===== config.mk =====
export PLATFORM = sky130hd
export DESIGN_NAME = gated_period_timer
export DESIGN_NICKNAME = d
export VERILOG_FILES = /design/src/rtl/ptmr_pkg.sv /design/src/rtl/ptmr_ctrl.sv /design/src/rtl/ptmr_datapath.sv /design/src/rtl/gated_period_timer.sv
export SDC_FILE = /design/constraint.sdc
export NUM_CORES = 1
export LEC_CHECK = 0
export CAP_MARGIN = 40
export CORE_AREA = 2 2 82 84
export DETAILED_ROUTE_END_ITERATION = 6
export DIE_AREA = 0 0 84 86
export PLACE_DENSITY_LB_ADDON = 0.2
export SLEW_MARGIN = 20
export SYNTH_ARGS = -nofsm -noshare
export SYNTH_HDL_FRONTEND = slang
export SYNTH_HIERARCHICAL = 1
export SYNTH_SLANG_ARGS = --single-unit

===== constraint.sdc =====
create_clock -name clk -period 8.5 [get_ports clk]
set_input_delay 1.275 -clock clk [delete_from_list [all_inputs] [get_ports clk]]
set_output_delay 1.275 -clock clk [all_outputs]
set_load 0.005 [all_outputs]

===== src/rtl/ptmr_pkg.sv =====
package ptmr_pkg;
  localparam int CTRL_W   = 16;
  localparam int PS_W     = 8;
  localparam int EN_BIT   = 15;
  localparam int IDLE_BIT = 13;
  localparam int GATE_BIT = 6;
  localparam int PS_LO    = 4;
  localparam int SRC_BIT  = 1;
  localparam logic [CTRL_W-1:0] CTRL_MASK = 16'hA072;

  localparam logic [1:0] ADDR_COUNT  = 2'd0;
  localparam logic [1:0] ADDR_PERIOD = 2'd1;
  localparam logic [1:0] ADDR_CTRL   = 2'd2;
  localparam logic [1:0] ADDR_FLAG   = 2'd3;

  typedef struct packed {
    logic tick;
    logic cntLoad;
    logic perLoad;
    logic flagClr;
    logic gateFall;
    logic gatedMode;
  } strobe_t;

  function automatic logic [PS_W-1:0] psLimit(input logic [1:0] sel);
    case (sel)
      2'd0:    psLimit = 8'd0;
      2'd1:    psLimit = 8'd7;
      2'd2:    psLimit = 8'd63;
      default: psLimit = 8'd255;
    endcase
  endfunction
endpackage


===== src/rtl/ptmr_ctrl.sv =====
module ptmr_ctrl
  import ptmr_pkg::*;
#(
  parameter int SYNC_STAGES = 2
) (
  input  logic              clk,
  input  logic              rstN,
  input  logic              pinIn,
  input  logic              idleIn,
  input  logic              busWr,
  input  logic [1:0]        busAddr,
  input  logic [CTRL_W-1:0] busWData,
  output logic [CTRL_W-1:0] ctrlQ,
  output strobe_t           strb
);
  logic [SYNC_STAGES:0] syncQ;
  logic pinS, pinD;
  logic [PS_W-1:0] psCnt, psLim;
  logic enable, run, extMode, gated, srcEvent, cntWr, ctrlWr, psClr, atLimit;

  // synchronizer plus one delay stage for edge detection
  always_ff @(posedge clk) begin
    if (!rstN) syncQ <= '0;
    else       syncQ <= {syncQ[SYNC_STAGES-1:0], pinIn};
  end
  assign pinS = syncQ[SYNC_STAGES-1];
  assign pinD = syncQ[SYNC_STAGES];

  assign cntWr   = busWr && (busAddr == ADDR_COUNT);
  assign ctrlWr  = busWr && (busAddr == ADDR_CTRL);
  assign enable  = ctrlQ[EN_BIT];
  assign run     = enable && !(ctrlQ[IDLE_BIT] && idleIn);
  assign extMode = ctrlQ[SRC_BIT];
  assign gated   = !extMode && ctrlQ[GATE_BIT];
  assign psLim   = psLimit(ctrlQ[PS_LO+1:PS_LO]);
  assign atLimit = (psCnt == psLim);
  assign psClr   = cntWr || ctrlWr || !enable;

  always_comb begin
    if (extMode)    srcEvent = run && pinS && !pinD;
    else if (gated) srcEvent = run && pinS;
    else            srcEvent = run;
  end

  always_ff @(posedge clk) begin
    if (!rstN)       ctrlQ <= '0;
    else if (ctrlWr) ctrlQ <= busWData & CTRL_MASK;
  end

  always_ff @(posedge clk) begin
    if (!rstN || psClr) psCnt <= '0;
    else if (srcEvent)  psCnt <= atLimit ? '0 : psCnt + 1'b1;
  end

  always_comb begin
    strb.tick      = srcEvent && atLimit && !cntWr && !ctrlWr;
    strb.cntLoad   = cntWr;
    strb.perLoad   = busWr && (busAddr == ADDR_PERIOD);
    strb.flagClr   = busWr && (busAddr == ADDR_FLAG);
    strb.gateFall  = run && gated && pinD && !pinS;
    strb.gatedMode = gated;
  end
endmodule


===== src/rtl/ptmr_datapath.sv =====
module ptmr_datapath
  import ptmr_pkg::*;
#(
  parameter int CNT_W = 16
) (
  input  logic             clk,
  input  logic             rstN,
  input  strobe_t          strb,
  input  logic [CNT_W-1:0] wData,
  output logic [CNT_W-1:0] countQ,
  output logic [CNT_W-1:0] periodQ,
  output logic             flagQ,
  output logic             trigQ
);
  logic [CNT_W-1:0] nextCnt;
  logic flagSet;

  assign nextCnt = (countQ == periodQ) ? '0 : countQ + 1'b1;
  assign flagSet = strb.gatedMode ? strb.gateFall : trigQ;

  always_ff @(posedge clk) begin
    if (!rstN)             countQ <= '0;
    else if (strb.cntLoad) countQ <= wData;
    else if (strb.tick)    countQ <= nextCnt;
  end

  always_ff @(posedge clk) begin
    if (!rstN)             periodQ <= '1;
    else if (strb.perLoad) periodQ <= wData;
  end

  always_ff @(posedge clk) begin
    if (!rstN) trigQ <= 1'b0;
    else       trigQ <= strb.tick && !strb.cntLoad && (periodQ != '0) && (nextCnt == periodQ);
  end

  // set wins over a simultaneous clear so no event is lost
  always_ff @(posedge clk) begin
    if (!rstN)             flagQ <= 1'b0;
    else if (flagSet)      flagQ <= 1'b1;
    else if (strb.flagClr) flagQ <= 1'b0;
  end
endmodule


===== src/rtl/gated_period_timer.sv =====
module gated_period_timer
  import ptmr_pkg::*;
#(
  parameter int SYNC_STAGES = 2
) (
  input  logic        clk,
  input  logic        rstN,
  input  logic        pinIn,
  input  logic        idleIn,
  input  logic        busWr,
  input  logic [1:0]  busAddr,
  input  logic [15:0] busWData,
  output logic [15:0] busRData,
  output logic        irqFlag,
  output logic        trigOut
);
  strobe_t strb;
  logic [CTRL_W-1:0] ctrlQ;
  logic [15:0] countQ, periodQ;

  ptmr_ctrl #(.SYNC_STAGES(SYNC_STAGES)) u_ctrl (
    .clk(clk), .rstN(rstN), .pinIn(pinIn), .idleIn(idleIn),
    .busWr(busWr), .busAddr(busAddr), .busWData(busWData),
    .ctrlQ(ctrlQ), .strb(strb)
  );

  ptmr_datapath #(.CNT_W(16)) u_dp (
    .clk(clk), .rstN(rstN), .strb(strb), .wData(busWData),
    .countQ(countQ), .periodQ(periodQ), .flagQ(irqFlag), .trigQ(trigOut)
  );

  always_comb begin
    case (busAddr)
      ADDR_COUNT:  busRData = countQ;
      ADDR_PERIOD: busRData = periodQ;
      ADDR_CTRL:   busRData = ctrlQ;
      default:     busRData = {15'd0, irqFlag};
    endcase
  end
endmodule


* Yosys cells after proc, flatten, opt, wreduce, memory -nomap -nowiden
Cells that the tools add are included.
W data, S select, Z words.
** Operators by class
- $add $sub $neg :: 2
- Equality and inequality tests :: 8
- Muxes and demuxes :: 11
- Reduce and logical (&&, ||, !) cells :: 34
** Operators with widths (count)
- $mux W16 :: 3
- $pmux W16 S3 :: 1
- $eq A16 B16 Y1 :: 2
- $pmux W8 S3 :: 1
- $logic_and A1 B1 Y1 :: 18
- $add A16 B1 Y16 const B :: 1
- $reduce_bool A16 Y1 :: 1
- $add A8 B1 Y8 const B :: 1
- $eq A8 B8 Y1 :: 1
- $logic_not A1 Y1 :: 8
- $mux W8 :: 1
- $eq A2 B2 Y1 const B :: 3
- $mux W1 :: 5
- $eq A2 B1 Y1 const B :: 2
- $logic_not A2 Y1 :: 2
- $reduce_bool A2 Y1 :: 2
- $logic_or A1 B1 Y1 :: 3
** Storage, ports and cells
- Bits in registers :: 51
- Input bits :: 23
- Output and inout bits :: 18

* Depth between registers and ports, before layout
Gate-level depths: netlist of run 1.
- Depth after elaboration :: 12
- Gate-level depth with buffers :: 11
- Gate-level depth less buffers :: 10

* Modules after synthesis
The synthesis of run 1 kept the hierarchy.
** Modules (own cells, without submodules)
- ptmr_datapath :: times used 1, cells an instance 295, area each 2427.3 µm², seq. area each 680.7 µm²
- ptmr_ctrl :: times used 1, cells an instance 109, area each 919.6 µm², seq. area each 340.3 µm²
- gated_period_timer :: times used 1, cells an instance 38, area each 454.2 µm², seq. area each 0.0 µm²

* Least setup slack after synthesis of run 1
No wires, ideal clock.
- Path kind :: input to register
- Start :: input port idleIn
- End :: register u_dp.trigQ
- Setup time :: 103 ps
- Arrival time :: 3381 ps
- Slack :: 5016 ps
- Stages :: 11
- Path through :: a21boi_1 o221ai_2 buf_2 nor4_1 nand2_1 a211oi_1 o21ai_0 a221oi_1 and4_1 nand3_1 a2111oi_2
** RTL lines
- from (decl) :: RTL line gated_period_timer.sv:9 : input logic idleIn,
- to (signal assigned) :: RTL line ptmr_datapath.sv:34 : else trigQ <= strb.tick && !strb.cntLoad && (periodQ != '0) && (nextCnt == periodQ);
- to (decl) :: RTL line ptmr_datapath.sv:13 : output logic trigQ

* Worst setup path in the final report of run 1
- Start :: input port busAddr[0]
- End :: output port busRData[15]
** On the way
- Longest elaborated chain between the ends :: 2
- Elaborated cells on any way between the ends :: 4
** Ends and longest elaborated chain
- from (decl) :: RTL line gated_period_timer.sv:11 : input logic [1:0] busAddr,
- $eq A2 B2 Y1, or another cell as far along :: RTL line gated_period_timer.sv:33 : case (busAddr)
- $pmux W16 S3 (*) :: RTL line gated_period_timer.sv:33
- to (decl) :: RTL line gated_period_timer.sv:13 : output logic [15:0] busRData,
Every way passes the cells marked *; elsewhere a longest branch is shown, timed or not.

==> run metrics, run 1 <==
status finished clean; #FFs+latches synth 51; cell with the most instances after synthesis dfxtp_1; RSZ-0062 raised after global routing false; share of cells above drive strength 1 0.0959; worst path bufs/invs 2; first-pass GRT wire length about 15000 um; max-cap violation count 0; top cells by area, synth dfxtp_1 (27%), mux2i_1 (9.2%), xnor2_1 (6.9%); Final min period 4.62 ns; Resize count post-CTS 0; Synth Area per Inst 8.60 um2; sequential area share after synthesis 0.269; clk slew on worst S/H paths approximately 0.10 ns; Setup Skew about 0.0065 ns; CTS Sinks 51; Synth area leader dfxtp_1; fraction of the mapped netlist area in adder cells 0.00658; Post-CTS Setup Inserts 0; f_max 0.216 GHz; number of synthesized flops with an enable pin 0; dpl hpwl about 6300 um; fillers 521; Synth top area share 0.269; Crit-path slowest cell clkdlybuf4s50_1; final WL slightly above 9000 um; Worst Setup End Kind primary output; Ant. Diodes 0; Die Y approximately 86 um; DRC 0; worst hold path class reg2reg; Final Total Pwr ~540 uW; fraction of registers with async set/reset 0; Crit path arrival time between 3 and 4 ns; largest net degree at the start of global routing 45; initial antenna violation count 0; delay-heaviest family, CP buffers and inverters; Root Driver clkbuf_8; Worst-Margin Slew about 0.80 ns; yosys warns 6; I/O pin count 41; hold_buf cts 0; M3 GR Usage 0.0452; P per Cell Area between 100 and 150 nW/um2; R2R cell count 11; total grt overflow 0; CP cell instances clkdlybuf4s50_1, nor2b_4, o2bb2ai_1, clkdlybuf4s50_1; Final period util 0.544; die area approximately 7200 um2; vias in the first global route around 3000; startpoint types primary input; Wirelength per Cell around 17 um; met2 usage 0.414; Via Count roughly 3300; Initial Utilization 0.606; clk_lat worst skew between 0.3 and 0.4 ns; Slew HR 0.466; GR Util met1 0.360; CP Depth 4; row count 29; Final setup viols 0; DRT Pass-1 Iters 5; Unique masters post-synth approximately 70; top post-synthesis cells by count dfxtp_1 (51), nand2_1 (44), mux2i_1 (35), xnor2_1 (30), o21ai_0 (27); largest family of logic cells by synthesized area simple AND/OR/NAND/NOR gates; critical path's largest stage delay ~0.72 ns; Pins Over Slew Limit 0; final worst slack around 3.9 ns; cell area after layout roughly 4200 um2; TritonCTS Buffers 5; critical path type in2out; total global-route track usage 0.258; Core Area ~6300 um2; dpl cells around 530; Compound-Gate Fraction of Synth Area 0.214; Placed Area 4090 um2; Placer Congestion 0.985; setup TNS 0 ns; area delta synth->final 10.8%; VDD IR max between 90 and 100 uV; Post-Place Worst Slack roughly 3.9 ns; Via density slightly above 6; post-route insts no fill about 540; DRT antenna net count 0; synthesized cell area 3800 um2; number of I/O port buffers 40; Initial DRC Count approximately 230; Max Fanout on Critical Path 15; Synth Flop Type dfxtp_1; CTS tree built; busiest grt layer met2; Synth Area in Simple Gates 0.233; Longest Clk Path Bufs 2; area share of xor/xnor cells in the synthesized design 0.0866; worst hold path depth 1; crit-path most repeated cell clkdlybuf4s50_1; post-synthesis mux area share 0.0981; Leak 0.00154 uW; Gate Count Post-Synth about 440; Die X between 80 and 90 um; H-tree depth 2; # nets final around 480; CP required about 7.2 ns; Final Hold Fails 0
[layout make-up]
| type | instances | area [um2] | area share |
|---|---|---|---|
| Multi-Input combinational cell | 343 | 2470 | 0.588 |
| Sequential cell | 51 | 1020 | 0.242 |
| Timing Repair Buffer | 48 | 468 | 0.111 |
| Tap cell | 77 | 96.3 | 0.0229 |
| Clock buffer | 5 | 68.8 | 0.0163 |
| Clock inverter | 3 | 47.5 | 0.0113 |
| Inverter | 9 | 33.8 | 0.00802 |
[flip-flops by register name, summed over array words and instances, names as in the netlist]
| signal | cells |
|---|---|
| u_dp/flagQ | 1 |
| u_ctrl/psCnt | 8 |
| u_dp/trigQ | 1 |
| u_dp/periodQ | 16 |
| u_ctrl/ctrlQ | 6 |
| u_dp/countQ | 16 |
| u_ctrl/syncQ | 3 |
[layout by cell type, fill, tap and decap left out, types with 3 or more instances in the layout]
cell type / synthesis / final
xor2_1: 5 / 5
nor2b_1: 3 / 3
mux2i_1: 35 / 35
nand2b_1: 3 / 3
nor4_1: 5 / 5
inv_1: 7 / 7
conb_1: 1 / 10
o2bb2ai_1: 5 / 5
or3_1: 7 / 7
dfxtp_1: 51 / 51
clkbuf_8: 0 / 5
nor2_1: 26 / 25
a221oi_1: 3 / 3
o31ai_1: 3 / 3
nand3b_1: 5 / 5
a221o_1: 5 / 5
xnor2_1: 30 / 30
nand4_1: 7 / 7
o2bb2ai_2: 10 / 10
nor3_1: 10 / 10
a21oi_1: 13 / 13
nand2_1: 44 / 44
clkdlybuf4s50_1: 0 / 40
o22ai_1: 3 / 3
and2_1: 5 / 5
nand3_1: 17 / 17
a21boi_0: 7 / 7
buf_4: 20 / 7
o211a_1: 10 / 10
and3_1: 6 / 6
o21ai_0: 27 / 27
[worst register-to-register path, delay by kind of cell, from the launching register on]
kind / cells / cell delay [ns]
AOI/OAI and AO/OA: 5 / 1.17
and+or+nand+nor: 5 / 1.14
DFF: 1 / 0.38
buffers and inverters: 1 / 0.25
[per-stage QoR]
stage | util | hold WS [ns]
floorplan | - | 0.412
global placement | 0.649 | 0.415
detailed placement | 0.651 | 0.422
CTS | 0.670 | 0.446
global route | 0.671 | 0.458
finish | 0.671 | 0.443
[power by group]
group	switching, uW	internal [uW]	total [uW]	leakage [uW]
registers	17.3	247	264	0.000416
clock network	90.5	89.4	180	0.0000587
logic	42.5	53.2	95.7	0.00107
[path summary, 6_finish.rpt]
kind / from / endpoint / slack, ns
min reg2reg: u_ctrl/syncQ[0]$_SDFF_PN0_ / u_ctrl/syncQ[1]$_SDFF_PN0_ / 0.44
max reg2reg: u_ctrl/psCnt[0]$_SDFFE_PP0P_ / u_dp/trigQ$_SDFF_PN0_ / 5.45
min: u_ctrl/syncQ[0]$_SDFF_PN0_ / u_ctrl/syncQ[1]$_SDFF_PN0_ / 0.44
max: busAddr[0] / busRData[15] / 3.88
[per-layer routing]
| metal | part of all wire | vias up |
|---|---|---|
| met5 | 0 | - |
| met4 | 0.014 | 0 |
| met3 | 0.053 | 14 |
| met2 | 0.47 | 90 |
| met1 | 0.47 | 1562 |
| li1 | - | 1612 |
[cell families after synthesis]
logic type / Yosys count
compound gates: 101
mux: 36
xor+xnor: 36
simple gates: 158
other cells: 1
fa+ha+maj: 2
flops: 51
buf+inv: 57
Note: power is estimated with default switching activity, not from simulation.
==> run 2: changes to the inputs <==
- CORE_AREA: 2 2 82 84 -> 2 2 89 91
- DIE_AREA: 0 0 84 86 -> 0 0 91 93
- clock period: 8.5 -> 3.95 ns (I/O delays scaled with it)
==> run metrics, run 2 (synthesis gave the netlist of run 1 again) <==
Ant. Diodes 0; P per Cell Area between 200 and 300 nW/um2; Critical Path Source idleIn; CP cell instances clkdlybuf4s50_1, a21boi_1, o221ai_2, nor4_1, nand2_1, a211oi_1, o21ai_0, a221oi_1, and4_1, nand3_1, a2111oi_2; VDD IR max 193 uV; worst hold path class reg2reg; most frequent cells in the layout dfxtp_1 (51), nand2_1 (44), clkdlybuf4s50_1 (40), mux2i_1 (35), xnor2_1 (30); Die X approximately 91 um; Die Y 93 um; clk slew on worst S/H paths around 0.09 ns; P_int between 800 and 900 uW; initial antenna violation count 0; Final setup viols 0; Leak about 0.0016 uW; # nets final around 490; R2R cell count 10; Placer Congestion approximately 0.93; setup TNS 0 ns; Post-CTS Setup Inserts 0; Via density about 5.8; Via Count roughly 3300; clk_lat worst skew 0.31 ns; Initial Utilization 0.505; H-tree depth 2; CTS tree built; first-pass GRT wire length between 15000 and 20000 um; area delta synth->final 12.1%; Final min period around 3.2 ns; critical path type in2reg; hold_buf cts 0; DRC 0; Final Hold Fails 0; max-cap violation count 0; Slew HR 0.514; CP required 4.15 ns; Pins Over Slew Limit 0; DRT Pass-1 Iters 4; Root Driver clkbuf_8; final WL approximately 10000 um; total global-route track usage 0.238; share of cells above drive strength 1 0.104; I/O pin count 41; Resize count post-CTS 0; Core Area approximately 7500 um2; Crit path arrival time 3.42 ns; Final period util 0.814; Placed Area between 4000 and 5000 um2; Crit-path slowest cell nor4_1; critical path's largest stage delay between 0.4 and 0.5 ns; status finished clean; dpl hpwl between 7000 and 8000 um; Max Fanout on Critical Path 16; fillers roughly 740; Longest Clk Path Bufs 2; cell area after layout 4260 um2; top flop regs u_dp/countQ (16), u_dp/periodQ (16), u_ctrl/psCnt (8); setup slack, reg-to-reg approximately 0.94 ns; Initial DRC Count ~200; Comb pwr share 0.182; startpoint types primary input; Worst-Margin Slew roughly 0.73 ns; Worst Setup End Kind flip-flop; die area roughly 8500 um2; largest net degree at the start of global routing 44; vias in the first global route roughly 3100; row count 32; Wirelength per Cell approximately 17 um; total grt overflow 0; f_max 0.311 GHz; worst r2r dst u_dp/trigQ$_SDFF_PN0_; Setup crit end u_dp/trigQ$_SDFF_PN0_; number of I/O port buffers 40; RSZ-0062 raised after global routing false; P_sw around 320 uW; share of power burned in registers 0.491; R2R Path Start u_ctrl/psCnt[0]$_SDFFE_PP0P_; DRT antenna net count 0; CTS Sinks approximately 50; Setup Skew 0.0134 ns; Clock power frac 0.327; most common cell after layout, fill and taps aside dfxtp_1; Switching Fraction 0.278; TritonCTS Buffers 5
==> run 2: cell count changes in the layout (fill, tap and decap cells not counted), sizes merged <==
| cell | change |
|---|---|
| clkinv | -1 |
| buf | +4 |
| clkinvlp | +1 |
==> run 2: power by group through the flow <==
stage | combinational, uW | sequential (uW) | clock [uW]
2_1_floorplan | 161 | 558 | 0
3_3_place_gp | 207 | 581 | 0
3_5_place_dp | 210 | 581 | 0
4_1_cts | 211 | 569 | 392
5_1_grt | 229 | 574 | 409
6_report | 211 | 570 | 380
==> run 2: routing by layer <==
layer	track usage	vias to the layer above	wire, um	part of all wire
met5	0	-	0	0
met4	0.0581	0	121	0.012
met3	0.0371	8	466	0.048
met2	0.391	79	4510	0.46
met1	0.329	1565	4700	0.48
li1	-	1620	-	-
==> run 2: per-stage QoR <==
stage	total power (uW)	instances	hold WS, ns	utilization	worst slack, ns
after floorplan	719	451	0.412	-	1.15
after global placement	788	557	0.415	0.551	0.510
after detailed placement	791	557	0.422	0.551	0.421
after CTS	1170	565	0.449	0.566	0.709
after global routing	1210	565	0.459	0.566	0.460
final	1160	565	0.443	0.566	0.734
==> run 2: critical path, delay by kind of cell <==
family	cells	cell delay (ns)
and+or+nand+nor	4	0.97
buffers and inverters	1	0.40
AOI/OAI and AO/OA	6	1.46
==> run 2: area by class of cell <==
class,instances,area [um2],area share
Sequential cell,51,1020,0.240
Inverter,9,33.8,0.00792
Clock inverter,3,46.3,0.0109
Clock buffer,5,68.8,0.0161
Multi-Input combinational cell,343,2470,0.581
Timing Repair Buffer,52,490,0.115
Tap cell,102,128,0.0299
==> run 2: worst min path at each step <==
stage	start	end	slack (ns)	depth (start not counted)
detailed placement	u_ctrl/syncQ[0]$_SDFF_PN0_	u_ctrl/syncQ[1]$_SDFF_PN0_	0.42	1
finish	u_ctrl/syncQ[0]$_SDFF_PN0_	u_ctrl/syncQ[1]$_SDFF_PN0_	0.44	1
global route	u_ctrl/syncQ[0]$_SDFF_PN0_	u_ctrl/syncQ[1]$_SDFF_PN0_	0.46	1
global placement	u_ctrl/syncQ[0]$_SDFF_PN0_	u_ctrl/syncQ[1]$_SDFF_PN0_	0.42	1
CTS	u_ctrl/syncQ[0]$_SDFF_PN0_	u_ctrl/syncQ[1]$_SDFF_PN0_	0.45	1
floorplan	u_ctrl/syncQ[0]$_SDFF_PN0_	u_ctrl/syncQ[1]$_SDFF_PN0_	0.41	1
==> run 3: changes to the inputs <==
- CORE_AREA: 2 2 89 91 -> 2 2 85 87
- DIE_AREA: 0 0 91 93 -> 0 0 87 89
- clock period: 3.95 -> 3.1 ns (I/O delays scaled with it)
==> run metrics, run 3 (synthesis gave the netlist of run 1 again) <==
Die X 87 um; max-cap violation count 0; delay-heaviest family, CP simple AND/OR/NAND/NOR gates; Setup Skew 0.00891 ns; H-tree depth 2; clk_lat worst skew about 0.32 ns; top flop regs u_dp/countQ (16), u_dp/periodQ (16), u_ctrl/psCnt (8); I/O pin count between 40 and 50; total grt overflow 0; CP cell instances or4_1, a22o_1, nor4_1, nand2_1, a211oi_1, o21ai_0, a221oi_1, and4_1, nand3_1, a2111oi_2; row count 30; total global-route track usage 0.262; vias in the first global route between 3000 and 4000; Hold EP u_ctrl/syncQ[1]$_SDFF_PN0_; Placer Congestion between 0.9 and 1; R2R Path Start u_ctrl/psCnt[0]$_SDFFE_PP0P_; number of I/O port buffers 40; Root Driver clkbuf_8; Initial DRC Count 270; Ant. Diodes 0; Via Count roughly 3300; TritonCTS Buffers 5; Crit path arrival time between 3 and 4 ns; Max Fanout on Critical Path 6; Initial Utilization 0.566; setup slack, reg-to-reg between 0.2 and 0.25 ns; Crit-path slowest cell or4_1; Finished Core Util 0.647; CTS tree built; worst hold path class reg2reg; largest net degree at the start of global routing 44; most common cell after layout, fill and taps aside dfxtp_1; Longest Clk Path Bufs 2; Die Y 89 um; Slew HR 0.592; Wirelength per Cell ~18 um; Final setup viols 0; CTS Sinks between 50 and 60; first-pass GRT wire length 15700 um; area delta synth->final 14.3%; RSZ-0062 raised after global routing false; most frequent cells in the layout dfxtp_1 (51), nand2_1 (44), clkdlybuf4s50_1 (40), mux2i_1 (35), xnor2_1 (30); Resize count post-CTS 0; initial antenna violation count 0; CP required roughly 3.3 ns; critical path type reg2reg; setup TNS 0 ns; # nets final about 500; DRC 0; Core Area approximately 6700 um2; VDD IR max around 200 uV; Final Total Pwr approximately 1600 uW; Final min period around 2.9 ns; f_max 0.350 GHz; status finished clean; Via density 6.04; Pins Over Slew Limit 0; worst hold path depth 1; Leak 0.00162 uW; hold path start u_ctrl/syncQ[0]$_SDFF_PN0_; DRT Pass-1 Iters 5; Post-CTS Setup Inserts 0; P per Cell Area approximately 370 nW/um2; Final Hold Fails 0; die area slightly below 8000 um2; worst path bufs/invs 0; DRT antenna net count 0; R2R cell count 10; startpoint types flip-flop; worst r2r dst u_dp/trigQ$_SDFF_PN0_; clk slew on worst S/H paths ~0.11 ns; Worst Setup End Kind flip-flop; dpl hpwl ~7100 um; final WL between 9000 and 10000 um; hold_buf cts 0; critical path's largest stage delay about 0.51 ns; Worst-Margin Slew a little over 0.6 ns; Final period util 0.922; share of cells above drive strength 1 0.119
[run 3: changes by cell type in the layout (fill, tap and decap cells not counted), sizes merged]
cell / previous run / this run
buf: 12 / 20
bufinv: 1 / 2
clkinvlp: 1 / 0
[run 3: worst max-delay path by stage]
stage,startpoint,cells after the start,end,slack [ns]
after global placement,idleIn,11,u_dp/trigQ$_SDFF_PN0_,0.25
after CTS,u_ctrl/psCnt[0]$_SDFFE_PP0P_,10,u_dp/trigQ$_SDFF_PN0_,0.28
after detailed placement,idleIn,11,u_dp/trigQ$_SDFF_PN0_,0.21
after global routing,u_ctrl/ctrlQ[4]$_SDFFE_PN0P_,10,u_dp/trigQ$_SDFF_PN0_,0.04
final,u_ctrl/psCnt[0]$_SDFFE_PP0P_,10,u_dp/trigQ$_SDFF_PN0_,0.24
after floorplan,idleIn,11,u_dp/trigQ$_SDFF_PN0_,0.43
[run 3: through the flow]
step                setup slack (ns)  std cells  hold slack, ns  instance area [um2]
finish                         0.243        551           0.445                 4350
global route                  0.0446        551           0.465                 4350
CTS                            0.280        551           0.446                 4350
detailed placement             0.208        543           0.422                 4210
global placement               0.255        543           0.414                 4210
floorplan                      0.426        451           0.412                 3830
[run 3: per-layer routing]
| metal | track usage | wire, um | vias to the layer above | share of wire |
|---|---|---|---|---|
| li1 | - | - | 1641 | - |
| met1 | 0.358 | 4630 | 1582 | 0.46 |
| met2 | 0.432 | 4720 | 89 | 0.47 |
| met3 | 0.0342 | 427 | 18 | 0.043 |
| met4 | 0.0781 | 187 | 0 | 0.019 |
| met5 | 0 | 0 | - | 0 |
[run 3: layout make-up]
| class | count | area (um2) |
|---|---|---|
| fill | 584 | 2370 |
| multi-input combinational | 343 | 2470 |
| tap | 80 | 100 |
| sequential | 51 | 1020 |
| timing repair buffer | 60 | 576 |
| clock inverter | 3 | 71.3 |
| inverter | 9 | 33.8 |
| clock buffer | 5 | 68.8 |
[run 3: power breakdown]
group / total [uW] / internal (uW) / leakage (uW) / switching, uW
Clock: 584 / 328 / 0.0000703 / 256
Sequential: 719 / 678 / 0.000416 / 41.2
Combinational: 286 / 156 / 0.00113 / 129
